[config.mk]
export PLATFORM = sky130hd
export DESIGN_NAME = chan_task_bridge
export DESIGN_NICKNAME = d
export VERILOG_FILES = /design/src/rtl/ctb_pkg.sv /design/src/rtl/ctb_rx_path.sv /design/src/rtl/ctb_tx_path.sv /design/src/rtl/chan_task_bridge.sv
export SDC_FILE = /design/constraint.sdc
export NUM_CORES = 1
export LEC_CHECK = 0
export BUFFER_PORTS_ARGS = -buffer_cell sky130_fd_sc_hd__buf_2
export CAP_MARGIN = 20
export CORE_MARGIN = 10
export CORE_UTILIZATION = 43
export DETAILED_ROUTE_END_ITERATION = 12
export PLACE_DENSITY = 0.82
export SLEW_MARGIN = 15
export SYNTH_ARGS = -nofsm -noshare
export SYNTH_HDL_FRONTEND = slang
export SYNTH_SLANG_ARGS = --single-unit
[constraint.sdc]
create_clock -name clk -period 2.23 [get_ports clk]
set_input_delay 0.223 -clock clk [delete_from_list [all_inputs] [get_ports clk]]
set_output_delay 0.223 -clock clk [all_outputs]
set_load 0.005 [all_outputs]
[src/rtl/ctb_pkg.sv]
package ctb_pkg;
    typedef enum logic [1:0] {
        RX_IDLE  = 2'd0,
        RX_GRANT = 2'd1,
        RX_MOVE  = 2'd2
    } rx_state_t;

    typedef enum logic [1:0] {
        TX_IDLE     = 2'd0,
        TX_ANNOUNCE = 2'd1,
        TX_MOVE     = 2'd2
    } tx_state_t;
endpackage

[src/rtl/ctb_rx_path.sv]
module ctb_rx_path
    import ctb_pkg::*;
#(
    parameter int DATA_W = 32,
    parameter int LEN_W  = 8,
    parameter int OFF_W  = 8
) (
    input  logic              clk,
    input  logic              rst_n,
    input  logic              rx_req,
    input  logic [LEN_W-1:0]  rx_len,
    input  logic [OFF_W-1:0]  rx_off,
    input  logic              rx_more,
    output logic              rx_ack,
    input  logic [DATA_W-1:0] rx_data,
    input  logic              rx_data_vld,
    output logic              rx_data_rdy,
    output logic [DATA_W-1:0] task_in_data,
    output logic              task_in_vld,
    input  logic              task_in_rdy,
    output logic [OFF_W-1:0]  stat_off,
    output logic              stat_more,
    output logic              stat_err
);
    rx_state_t        state_q, state_d;
    logic [LEN_W-1:0] len_q;
    logic [LEN_W-1:0] cnt_q;
    logic             take;
    logic             final_word;

    assign take       = (state_q == RX_MOVE) && rx_data_vld && task_in_rdy;
    assign final_word = ((cnt_q + 1'b1) == len_q);

    always_comb begin
        state_d = state_q;
        unique case (state_q)
            RX_IDLE:  if (rx_req) state_d = RX_GRANT;
            RX_GRANT: state_d = (len_q == '0) ? RX_IDLE : RX_MOVE;
            RX_MOVE: begin
                if (take && final_word) state_d = RX_IDLE;
                else if (!rx_req)       state_d = RX_IDLE;
            end
            default:  state_d = RX_IDLE;
        endcase
    end

    always_ff @(posedge clk) begin
        if (!rst_n) begin
            state_q   <= RX_IDLE;
            len_q     <= '0;
            cnt_q     <= '0;
            stat_off  <= '0;
            stat_more <= 1'b0;
            stat_err  <= 1'b0;
        end else begin
            state_q <= state_d;
            if (state_q == RX_IDLE && rx_req) begin
                len_q     <= rx_len;
                stat_off  <= rx_off;
                stat_more <= rx_more;
                stat_err  <= 1'b0;
                cnt_q     <= '0;
            end
            if (take) cnt_q <= cnt_q + 1'b1;
            if (state_q == RX_MOVE && !rx_req && !(take && final_word))
                stat_err <= 1'b1;
        end
    end

    always_comb begin
        rx_ack       = 1'b0;
        rx_data_rdy  = 1'b0;
        task_in_vld  = 1'b0;
        task_in_data = rx_data;
        unique case (state_q)
            RX_IDLE:  ;
            RX_GRANT: rx_ack = 1'b1;
            RX_MOVE: begin
                rx_data_rdy = task_in_rdy;
                task_in_vld = rx_data_vld;
            end
            default:  ;
        endcase
    end

    a_r2_grant_one_cycle: assert property (@(posedge clk) disable iff (!rst_n)
        rx_ack |=> !rx_ack);
    a_r2_grant_follows_req: assert property (@(posedge clk) disable iff (!rst_n)
        $rose(rx_ack) |-> $past(rx_req));
    a_r3_count_below_len: assert property (@(posedge clk) disable iff (!rst_n)
        (state_q == RX_MOVE) |-> (cnt_q < len_q));
    a_r4_early_end_flag: assert property (@(posedge clk) disable iff (!rst_n)
        (state_q == RX_MOVE && !rx_req && !take) |=> stat_err);
    a_r5_status_held: assert property (@(posedge clk) disable iff (!rst_n)
        (state_q == RX_MOVE) |=> ($stable(stat_off) && $stable(stat_more)));
    a_r6_zero_len_idle: assert property (@(posedge clk) disable iff (!rst_n)
        (state_q == RX_GRANT && len_q == '0) |=> !rx_data_rdy && !task_in_vld);
endmodule

[src/rtl/ctb_tx_path.sv]
module ctb_tx_path
    import ctb_pkg::*;
#(
    parameter int DATA_W = 32,
    parameter int LEN_W  = 8,
    parameter int OFF_W  = 8
) (
    input  logic              clk,
    input  logic              rst_n,
    input  logic [LEN_W-1:0]  ctl_len,
    input  logic              ctl_vld,
    output logic              ctl_rdy,
    output logic              tx_req,
    output logic [LEN_W-1:0]  tx_len,
    output logic [OFF_W-1:0]  tx_off,
    output logic              tx_last,
    input  logic              tx_ack,
    output logic [DATA_W-1:0] tx_data,
    output logic              tx_data_vld,
    input  logic              tx_data_rdy,
    input  logic [DATA_W-1:0] task_out_data,
    input  logic              task_out_vld,
    output logic              task_out_rdy
);
    tx_state_t        state_q, state_d;
    logic [LEN_W-1:0] len_q;
    logic [LEN_W-1:0] cnt_q;
    logic             take;
    logic             final_word;

    assign take       = (state_q == TX_MOVE) && task_out_vld && tx_data_rdy;
    assign final_word = ((cnt_q + 1'b1) == len_q);

    always_comb begin
        state_d = state_q;
        unique case (state_q)
            TX_IDLE:     if (ctl_vld) state_d = TX_ANNOUNCE;
            TX_ANNOUNCE: if (tx_ack) state_d = (len_q == '0) ? TX_IDLE : TX_MOVE;
            TX_MOVE:     if (take && final_word) state_d = TX_IDLE;
            default:     state_d = TX_IDLE;
        endcase
    end

    always_ff @(posedge clk) begin
        if (!rst_n) begin
            state_q <= TX_IDLE;
            len_q   <= '0;
            cnt_q   <= '0;
        end else begin
            state_q <= state_d;
            if (state_q == TX_IDLE && ctl_vld) begin
                len_q <= ctl_len;
                cnt_q <= '0;
            end
            if (take) cnt_q <= cnt_q + 1'b1;
        end
    end

    always_comb begin
        ctl_rdy      = 1'b0;
        tx_req       = 1'b0;
        tx_data_vld  = 1'b0;
        task_out_rdy = 1'b0;
        tx_len       = len_q;
        tx_off       = '0;
        tx_last      = 1'b1;
        tx_data      = task_out_data;
        unique case (state_q)
            TX_IDLE:     ctl_rdy = 1'b1;
            TX_ANNOUNCE: tx_req = 1'b1;
            TX_MOVE: begin
                tx_req       = 1'b1;
                tx_data_vld  = task_out_vld;
                task_out_rdy = tx_data_rdy;
            end
            default:     ;
        endcase
    end

    a_r7_ctl_opens_announce: assert property (@(posedge clk) disable iff (!rst_n)
        (ctl_vld && ctl_rdy) |=> tx_req);
    a_r8_announce_held: assert property (@(posedge clk) disable iff (!rst_n)
        (state_q == TX_ANNOUNCE && !tx_ack) |=> (tx_req && $stable(tx_len)));
    a_r8_no_take_before_grant: assert property (@(posedge clk) disable iff (!rst_n)
        $rose(tx_req) |-> !task_out_rdy);
    a_r9_count_below_len: assert property (@(posedge clk) disable iff (!rst_n)
        (state_q == TX_MOVE) |-> (cnt_q < len_q));
endmodule

[src/rtl/chan_task_bridge.sv]
module chan_task_bridge #(
    parameter int DATA_W = 32,
    parameter int LEN_W  = 8,
    parameter int OFF_W  = 8
) (
    input  logic              clk,
    input  logic              rst_n,
    input  logic              rx_req,
    input  logic [LEN_W-1:0]  rx_len,
    input  logic [OFF_W-1:0]  rx_off,
    input  logic              rx_more,
    output logic              rx_ack,
    input  logic [DATA_W-1:0] rx_data,
    input  logic              rx_data_vld,
    output logic              rx_data_rdy,
    output logic [OFF_W-1:0]  stat_rx_off,
    output logic              stat_rx_more,
    output logic              stat_rx_err,
    output logic              tx_req,
    output logic [LEN_W-1:0]  tx_len,
    output logic [OFF_W-1:0]  tx_off,
    output logic              tx_last,
    input  logic              tx_ack,
    output logic [DATA_W-1:0] tx_data,
    output logic              tx_data_vld,
    input  logic              tx_data_rdy,
    output logic [DATA_W-1:0] task_in_data,
    output logic              task_in_vld,
    input  logic              task_in_rdy,
    input  logic [DATA_W-1:0] task_out_data,
    input  logic              task_out_vld,
    output logic              task_out_rdy,
    input  logic [LEN_W-1:0]  ctl_len,
    input  logic              ctl_vld,
    output logic              ctl_rdy
);
    ctb_rx_path #(.DATA_W(DATA_W), .LEN_W(LEN_W), .OFF_W(OFF_W)) rx_path_i (
        .clk          (clk),
        .rst_n        (rst_n),
        .rx_req       (rx_req),
        .rx_len       (rx_len),
        .rx_off       (rx_off),
        .rx_more      (rx_more),
        .rx_ack       (rx_ack),
        .rx_data      (rx_data),
        .rx_data_vld  (rx_data_vld),
        .rx_data_rdy  (rx_data_rdy),
        .task_in_data (task_in_data),
        .task_in_vld  (task_in_vld),
        .task_in_rdy  (task_in_rdy),
        .stat_off     (stat_rx_off),
        .stat_more    (stat_rx_more),
        .stat_err     (stat_rx_err)
    );

    ctb_tx_path #(.DATA_W(DATA_W), .LEN_W(LEN_W), .OFF_W(OFF_W)) tx_path_i (
        .clk           (clk),
        .rst_n         (rst_n),
        .ctl_len       (ctl_len),
        .ctl_vld       (ctl_vld),
        .ctl_rdy       (ctl_rdy),
        .tx_req        (tx_req),
        .tx_len        (tx_len),
        .tx_off        (tx_off),
        .tx_last       (tx_last),
        .tx_ack        (tx_ack),
        .tx_data       (tx_data),
        .tx_data_vld   (tx_data_vld),
        .tx_data_rdy   (tx_data_rdy),
        .task_out_data (task_out_data),
        .task_out_vld  (task_out_vld),
        .task_out_rdy  (task_out_rdy)
    );

    a_r10_ctl_only_when_idle: assert property (@(posedge clk) disable iff (!rst_n)
        ctl_rdy |-> !tx_req);
endmodule

==> flow_summary.json, run 1 <==
{
  "syn_inst": 382,
  "skew_ns": 0.0101,
  "status": "completed",
  "hold_buffers": 0,
  "drt_iter0_drc": 169,
  "dieWidth_um": 104,
  "via_per_inst": 5.26,
  "route.met2.wl_mm": 3.19,
  "hpwl_mm": 5.23,
  "drv_cap": 0,
  "slowest_stage": "nor4_1",
  "power_uw": 2020,
  "dieArea_um2": 10700,
  "avgRoutedWirePerCell_um": 14.6,
  "hold_class": "input pin to flop",
  "area_delta_synth_final_pct": -1.04,
  "cts_tree": "done",
  "synth_warnings": 0,
  "ys_async_sr_fraction": 0,
  "min_from": "rx_req",
  "ios": 196,
  "htree_num_levels": 2,
  "cts-resized-gates": 0,
  "core.rowCount": 30,
  "hold_end": "rx_path_i.stat_err",
  "cts-root-buf": "clkbuf_8",
  "final_layout_size_suffix_gt1_frac": 0.206,
  "start_util": 0.442,
  "dr_wl_met3_um": 686,
  "crit_chain": "inv_1 > ha_1 > nand3_1 > a221oi_1 > nand4_1 > nor4_1 > a31oi_2 > mux2i_1",
  "grt_pass1_vias": 2442,
  "period_needed_ns": 1.98,
  "gp_congestion": 0.893,
  "synth-seq-cells": 46,
  "grtUsageTotal": 0.124,
  "critical_path_peak_fanout": 5,
  "gr-total-overflow": 0,
  "cts_setup_buffers": 0,
  "rr_startpoint": "tx_path_i.state_q[0]",
  "syn_area_um2": 3010,
  "drcViolationCount": 0,
  "grt_start_max_net_pins": 50,
  "antenna_found_initial": 0,
  "reg2regPathDepth": 8,
  "finalSetupTns_ns": 0,
  "grt_pass1_wl_mm": 11.5,
  "ys_dominant_reg_cell": "dfxtp_1",
  "min_path_cells": 2,
  "power_density_nw_per_um2": 678,
  "postRouteAntennaNets": 0,
  "drt-met1-wl_mm": 2.65,
  "clkLatencyLatePin_ns": 0.31,
  "hold_viol_final": 0,
  "timing.rr.end": "tx_path_i.state_q[0]",
  "n_antenna_cell": 0,
  "worstPathRequired_ns": 2.44,
  "core_area_um2": 6790,
  "max_freq_ghz": 0.504,
  "max-clock-path-buffers": 2,
  "ys_seq_area_frac": 0.306,
  "leakage_uw": 0.00123,
  "die_h_um": 104,
  "tightest_slew_ns": 0.707,
  "clock-sinks": 46,
  "wl_mm": 6.88,
  "crit_type": "flop to flop",
  "critPathMaxStageDelay_ns": 0.36,
  "layout_commonest_cell": "nand2_1",
  "arrival_ns": 2.19,
  "worst_setup_path_start_kind": "flop",
  "synth_edf_count": 0,
  "cp-end-kind": "flop",
  "vias": 2474,
  "vdd_drop_max_mv": 0.510,
  "slew_headroom": 0.529,
  "yosysUniqueCellTypes": 46,
  "maxSlewViolCount": 0,
  "clk_pin_slew_ns": 0.10,
  "final-setup-viol-count": 0,
  "final_nets": 476,
  "portBuffers": 58,
  "final_cell_mix": "nand2_1, buf_2, dfxtp_1",
  "first_pass_iters": 4,
  "grt_setup_unrepaired": "no",
  "cts_buffers": 5,
  "avgSynthCellArea_um2": 7.87,
  "top_layer": "met4",
  "r2r_slack_ns": 0.25,
  "timing.final.crit_share": 0.889
}
-- cell usage after synthesis, types with 2 or more instances --
library cell / count / area [µm²]
buf_4: 73 / 548
mux2i_1: 2 / 20.0
conb_1: 2 / 7.51
ha_1: 5 / 62.6
a21boi_0: 31 / 233
o21ai_1: 2 / 10.0
o21ai_0: 10 / 50.1
or3_1: 2 / 12.5
nor2_1: 9 / 33.8
dfxtp_1: 46 / 921
inv_1: 7 / 26.3
nor3_1: 6 / 30.0
a21oi_1: 8 / 40.0
nand2_1: 74 / 278
nand3_1: 14 / 70.1
nor4_1: 8 / 50.1
o21a_1: 4 / 30.0
xor2_1: 6 / 52.6
and3_1: 3 / 18.8
a221oi_1: 2 / 17.5
and2_1: 10 / 62.6
nor2b_1: 11 / 68.8
nand4b_1: 2 / 17.5
clkbuf_1: 12 / 45.0
xnor2_1: 11 / 96.3
o221ai_1: 2 / 17.5
-- critical path, delay by kind of cell (launching register included) --
| kind | cells | cell delay (ns) |
|---|---|---|
| AOI/OAI and AO/OA | 2 | 0.45 |
| adders and majority gates | 1 | 0.22 |
| DFF | 1 | 0.34 |
| and+or+nand+nor | 3 | 0.63 |
| buffers and inverters | 1 | 0.09 |
| muxes | 1 | 0.15 |
-- worst max path at each step --
stage	from	to	slack, ns	depth (start not counted)
after detailed placement	tx_path_i.state_q[0]	tx_path_i.state_q[0]	0.27	8
after global routing	tx_path_i.state_q[0]	tx_path_i.state_q[1]	0.03	8
final	tx_path_i.state_q[0]	tx_path_i.state_q[0]	0.25	8
after CTS	tx_path_i.state_q[0]	tx_path_i.state_q[0]	0.26	8
after global placement	tx_path_i.state_q[0]	tx_path_i.state_q[1]	0.41	7
after floorplan	tx_path_i.state_q[0]	tx_path_i.state_q[0]	0.49	7
-- cells by family after synthesis --
family | count (synthesis) | synth area share
multiplexers | 2 | 0.00666
AND/OR/NAND/NOR | 148 | 0.238
adder cells (fa/ha/maj) | 5 | 0.0208
AO/OA/AOI/OAI | 69 | 0.162
flip-flops | 46 | 0.306
other | 2 | 0.00250
XOR/XNOR | 18 | 0.0570
buffers and inverters | 92 | 0.206
-- registers in the layout, indices dropped and copies added (netlist names) --
register / flops
rx_path_i.cnt_q: 8
rx_path_i.len_q: 8
rx_path_i.stat_off: 8
tx_path_i.cnt_q: 8
tx_path_i.tx_len: 8
rx_path_i.state_q: 2
tx_path_i.state_q: 2
rx_path_i.stat_err: 1
rx_path_i.stat_more: 1
-- final cells by class --
| type | count | area [µm²] |
|---|---|---|
| Clock inverter | 3 | 26.3 |
| Fill cell | 639 | 3820 |
| Timing Repair Buffer | 62 | 320 |
| Inverter | 7 | 26.3 |
| Clock buffer | 5 | 68.8 |
| Sequential cell | 46 | 921 |
| Tap cell | 96 | 120 |
| Multi-Input combinational cell | 251 | 1490 |
-- where the power goes --
part | switching, µW | total (µW) | internal [µW]
Clock | 323 | 556 | 233
Combinational | 292 | 511 | 219
Sequential | 67.0 | 951 | 884
Total | 681 | 2020 | 1340
-- per-layer routing --
layer	vias up	track usage
met1	1132	0.132
li1	1187	-
met3	45	0.0496
met5	-	0
met2	110	0.196
met4	0	0.0897
-- metrics by stage --
step / util / setup slack, ns / instances / cell area, µm² / hold WS (ns)
2_1_floorplan: - / 0.493 / 389 / 3030 / 0.320
3_3_place_gp: 0.424 / 0.407 / 462 / 2880 / 0.425
3_5_place_dp: 0.424 / 0.273 / 462 / 2880 / 0.428
4_1_cts: 0.438 / 0.255 / 470 / 2970 / 0.0973
5_1_grt: 0.438 / 0.0312 / 470 / 2970 / 0.109
6_report: 0.438 / 0.247 / 470 / 2970 / 0.104
Power figures use the tool's default switching activity.
==> run 2: changes to the inputs <==
--- a/config.mk
+++ b/config.mk
@@ -5,12 +5,13 @@
 export SDC_FILE = /design/constraint.sdc
 export NUM_CORES = 1
 export LEC_CHECK = 0
+export ABC_AREA = 1
 export BUFFER_PORTS_ARGS = -buffer_cell sky130_fd_sc_hd__buf_2
 export CAP_MARGIN = 20
 export CORE_MARGIN = 10
-export CORE_UTILIZATION = 43
+export CORE_UTILIZATION = 42
 export DETAILED_ROUTE_END_ITERATION = 12
-export PLACE_DENSITY = 0.82
+export PLACE_DENSITY = 0.81
 export SLEW_MARGIN = 15
 export SYNTH_ARGS = -nofsm -noshare
 export SYNTH_HDL_FRONTEND = slang
==> run 2 against run 1 <==
Combinational power is 21% higher; register-to-register slack better by 0.11 ns; core utilization is 1.7 points lower; maximum frequency is 5.8% higher; worst hold slack better by 0.062 ns; die area is 1.4% lower; design area is 5.0% lower; synthesized cell count is 11% higher; first-iteration DRC count is 14% higher; cell count is 6.0% higher; area after synthesis is 4.0% lower; via count is 1.3% lower.
==> flow_summary.json, run 2 <==
{
  "critical_path_peak_fanout": 10,
  "grt_pass1_vias": 2390,
  "arrival_ns": 2.06,
  "power_density_nw_per_um2": 751,
  "hpwl_mm": 5.08,
  "worst_setup_path_start_kind": "flop",
  "setup_ws_ns": 0.357,
  "antenna_found_initial": 0,
  "cts_setup_buffers": 0,
  "status": "completed",
  "avgRoutedWirePerCell_um": 12.8,
  "drt_iter0_drc": 193,
  "yosysUniqueCellTypes": 26,
  "synth_common_cells": "nand2_1, buf_4, inv_1",
  "synthTopCellsByArea": "dfxtp_1, buf_4, nand2_1, a21oi_1, inv_1",
  "worstPathRequired_ns": 2.42,
  "leakage_uw": 0.00130,
  "final_layout_size_suffix_gt1_frac": 0.182,
  "ys_async_sr_fraction": 0,
  "synth_warnings": 0,
  "clock-sinks": 46,
  "ys_dominant_reg_cell": "dfxtp_1",
  "r2r_slack_ns": 0.36,
  "drv_cap": 0,
  "start_util": 0.429,
  "dieArea_um2": 10600,
  "crit_path_end": "tx_path_i.state_q[1]",
  "max_freq_ghz": 0.534,
  "skew_ns": 0.00679,
  "syn_inst": 424,
  "grtUsageTotal": 0.119,
  "reg2regPathDepth": 13,
  "postRouteAntennaNets": 0,
  "vias": 2443,
  "cts_buffers": 5,
  "grt_start_max_net_pins": 30,
  "synth_top_area_share": 0.319,
  "gp_congestion": 0.836,
  "hold_buffers": 0,
  "cp-end-kind": "flop",
  "ys_seq_area_frac": 0.319,
  "synth_area_leader_cell": "dfxtp_1",
  "first_pass_iters": 4,
  "timing.rr.end": "tx_path_i.state_q[1]",
  "final_cell_mix": "nand2_1, buf_2, inv_1",
  "hold_viol_final": 0,
  "max-clock-path-buffers": 2,
  "fill_cells": 673,
  "wl_mm": 6.39,
  "hold_class": "input pin to flop",
  "finalSetupTns_ns": 0,
  "synth_most_common_cell": "nand2_1",
  "clk_pin_slew_ns": 0.08,
  "grt_pass1_wl_mm": 10.4,
  "final_nets": 520,
  "cts-root-buf": "clkbuf_8",
  "cts-resized-gates": 0,
  "htree_num_levels": 2,
  "gr-total-overflow": 0,
  "grt_setup_unrepaired": "no",
  "timing.final.crit_share": 0.840,
  "drcViolationCount": 0,
  "syn_area_um2": 2890,
  "cp-startpoint": "tx_path_i.state_q[0]",
  "core.rowCount": 30,
  "crit_type": "flop to flop",
  "clkLatencyLatePin_ns": 0.30,
  "layout_commonest_cell": "nand2_1",
  "cts_tree": "done",
  "synth-seq-cells": 46,
  "avgSynthCellArea_um2": 6.80,
  "dieWidth_um": 103,
  "period_needed_ns": 1.87,
  "n_antenna_cell": 0,
  "ios": 196,
  "via_per_inst": 4.91,
  "preCtsSetupSlack_ns": 0.392,
  "maxSlewViolCount": 0,
  "final-setup-viol-count": 0,
  "vdd_drop_max_mv": 0.608,
  "core_area_um2": 6720,
  "min_path_cells": 3,
  "die_h_um": 103,
  "rr_startpoint": "tx_path_i.state_q[0]",
  "portBuffers": 58,
  "area_delta_synth_final_pct": -2.04,
  "synth_edf_count": 0
}
[run 2: cell types whose count changed after synthesis, sizes merged, moves of 9 or more]
cell	change
o21ai	+19
inv	+41
and2	-10
a21boi	-31
nor2	+34
xnor2	-9
nand3	+13
a21oi	+28
nor2b	-11
[run 2: metrics by stage]
stage | instance area, µm² | hold WS [ns] | total power [µW] | cells | util
after global routing | 2830 | 0.178 | 2270 | 498 | 0.421
after CTS | 2830 | 0.164 | 2140 | 498 | 0.421
after floorplan | 2910 | 0.390 | 1490 | 431 | -
after global placement | 2740 | 0.446 | 1590 | 490 | 0.407
after detailed placement | 2740 | 0.446 | 1620 | 490 | 0.407
final | 2830 | 0.166 | 2120 | 498 | 0.421
[run 2: logic make-up (layout without fill, tap and decap cells)]
group           Yosys count  in the layout  synth area share
simple gates            163            163             0.245
buf+inv                 132            119             0.269
compound gates           69             69             0.121
flops                    46             46             0.319
xor+xnor                  7              7            0.0212
fa+ha+maj                 5              5            0.0217
other cells               2              9           0.00260
[run 2: metal layers]
metal | share of wire | GRT usage
met1 | 0.39 | 0.125
met2 | 0.46 | 0.193
met3 | 0.11 | 0.0496
met4 | 0.042 | 0.0791
met5 | 0 | 0
[run 2: worst max-delay path: stages, from the launching register on]
cell and delay [ns]:
dfxtp_1 0.33, inv_1 0.09, ha_1 0.20, nand2_1 0.09, nor2_2 0.31, nand3_1 0.12
nor2_1 0.10, nand3_1 0.07, nor2_1 0.09, nand2_1 0.07, nand2_2 0.09, nand3_1 0.08
nand2_1 0.07, nor2_1 0.04
[run 2: report_power, final]
| part | switching (µW) | total (µW) | internal [µW] |
|---|---|---|---|
| Clock | 277 | 528 | 250 |
| Sequential | 60.8 | 976 | 915 |
| Combinational | 377 | 619 | 241 |
[run 2: final cells by class]
cell class	instances	area, µm²	share of cell area
Multi-Input combinational cell	253	1210	0.429
Inverter	50	188	0.0664
Clock buffer	7	86.3	0.0305
Timing Repair Buffer	61	313	0.111
Tap cell	80	100	0.0354
Clock inverter	1	5.00	0.00177
Sequential cell	46	921	0.326
[run 2: how the worst min path moves through the flow]
stage                 from               endpoint  slack (ns)
3_5_place_dp   rx_data[20]       task_in_data[20]        0.45
5_1_grt          rx_off[7]  rx_path_i.stat_off[7]        0.18
2_1_floorplan      rx_more    rx_path_i.stat_more        0.39
3_3_place_gp   rx_data[20]       task_in_data[20]        0.45
6_report         rx_off[3]  rx_path_i.stat_off[3]        0.17
4_1_cts          rx_off[3]  rx_path_i.stat_off[3]        0.16
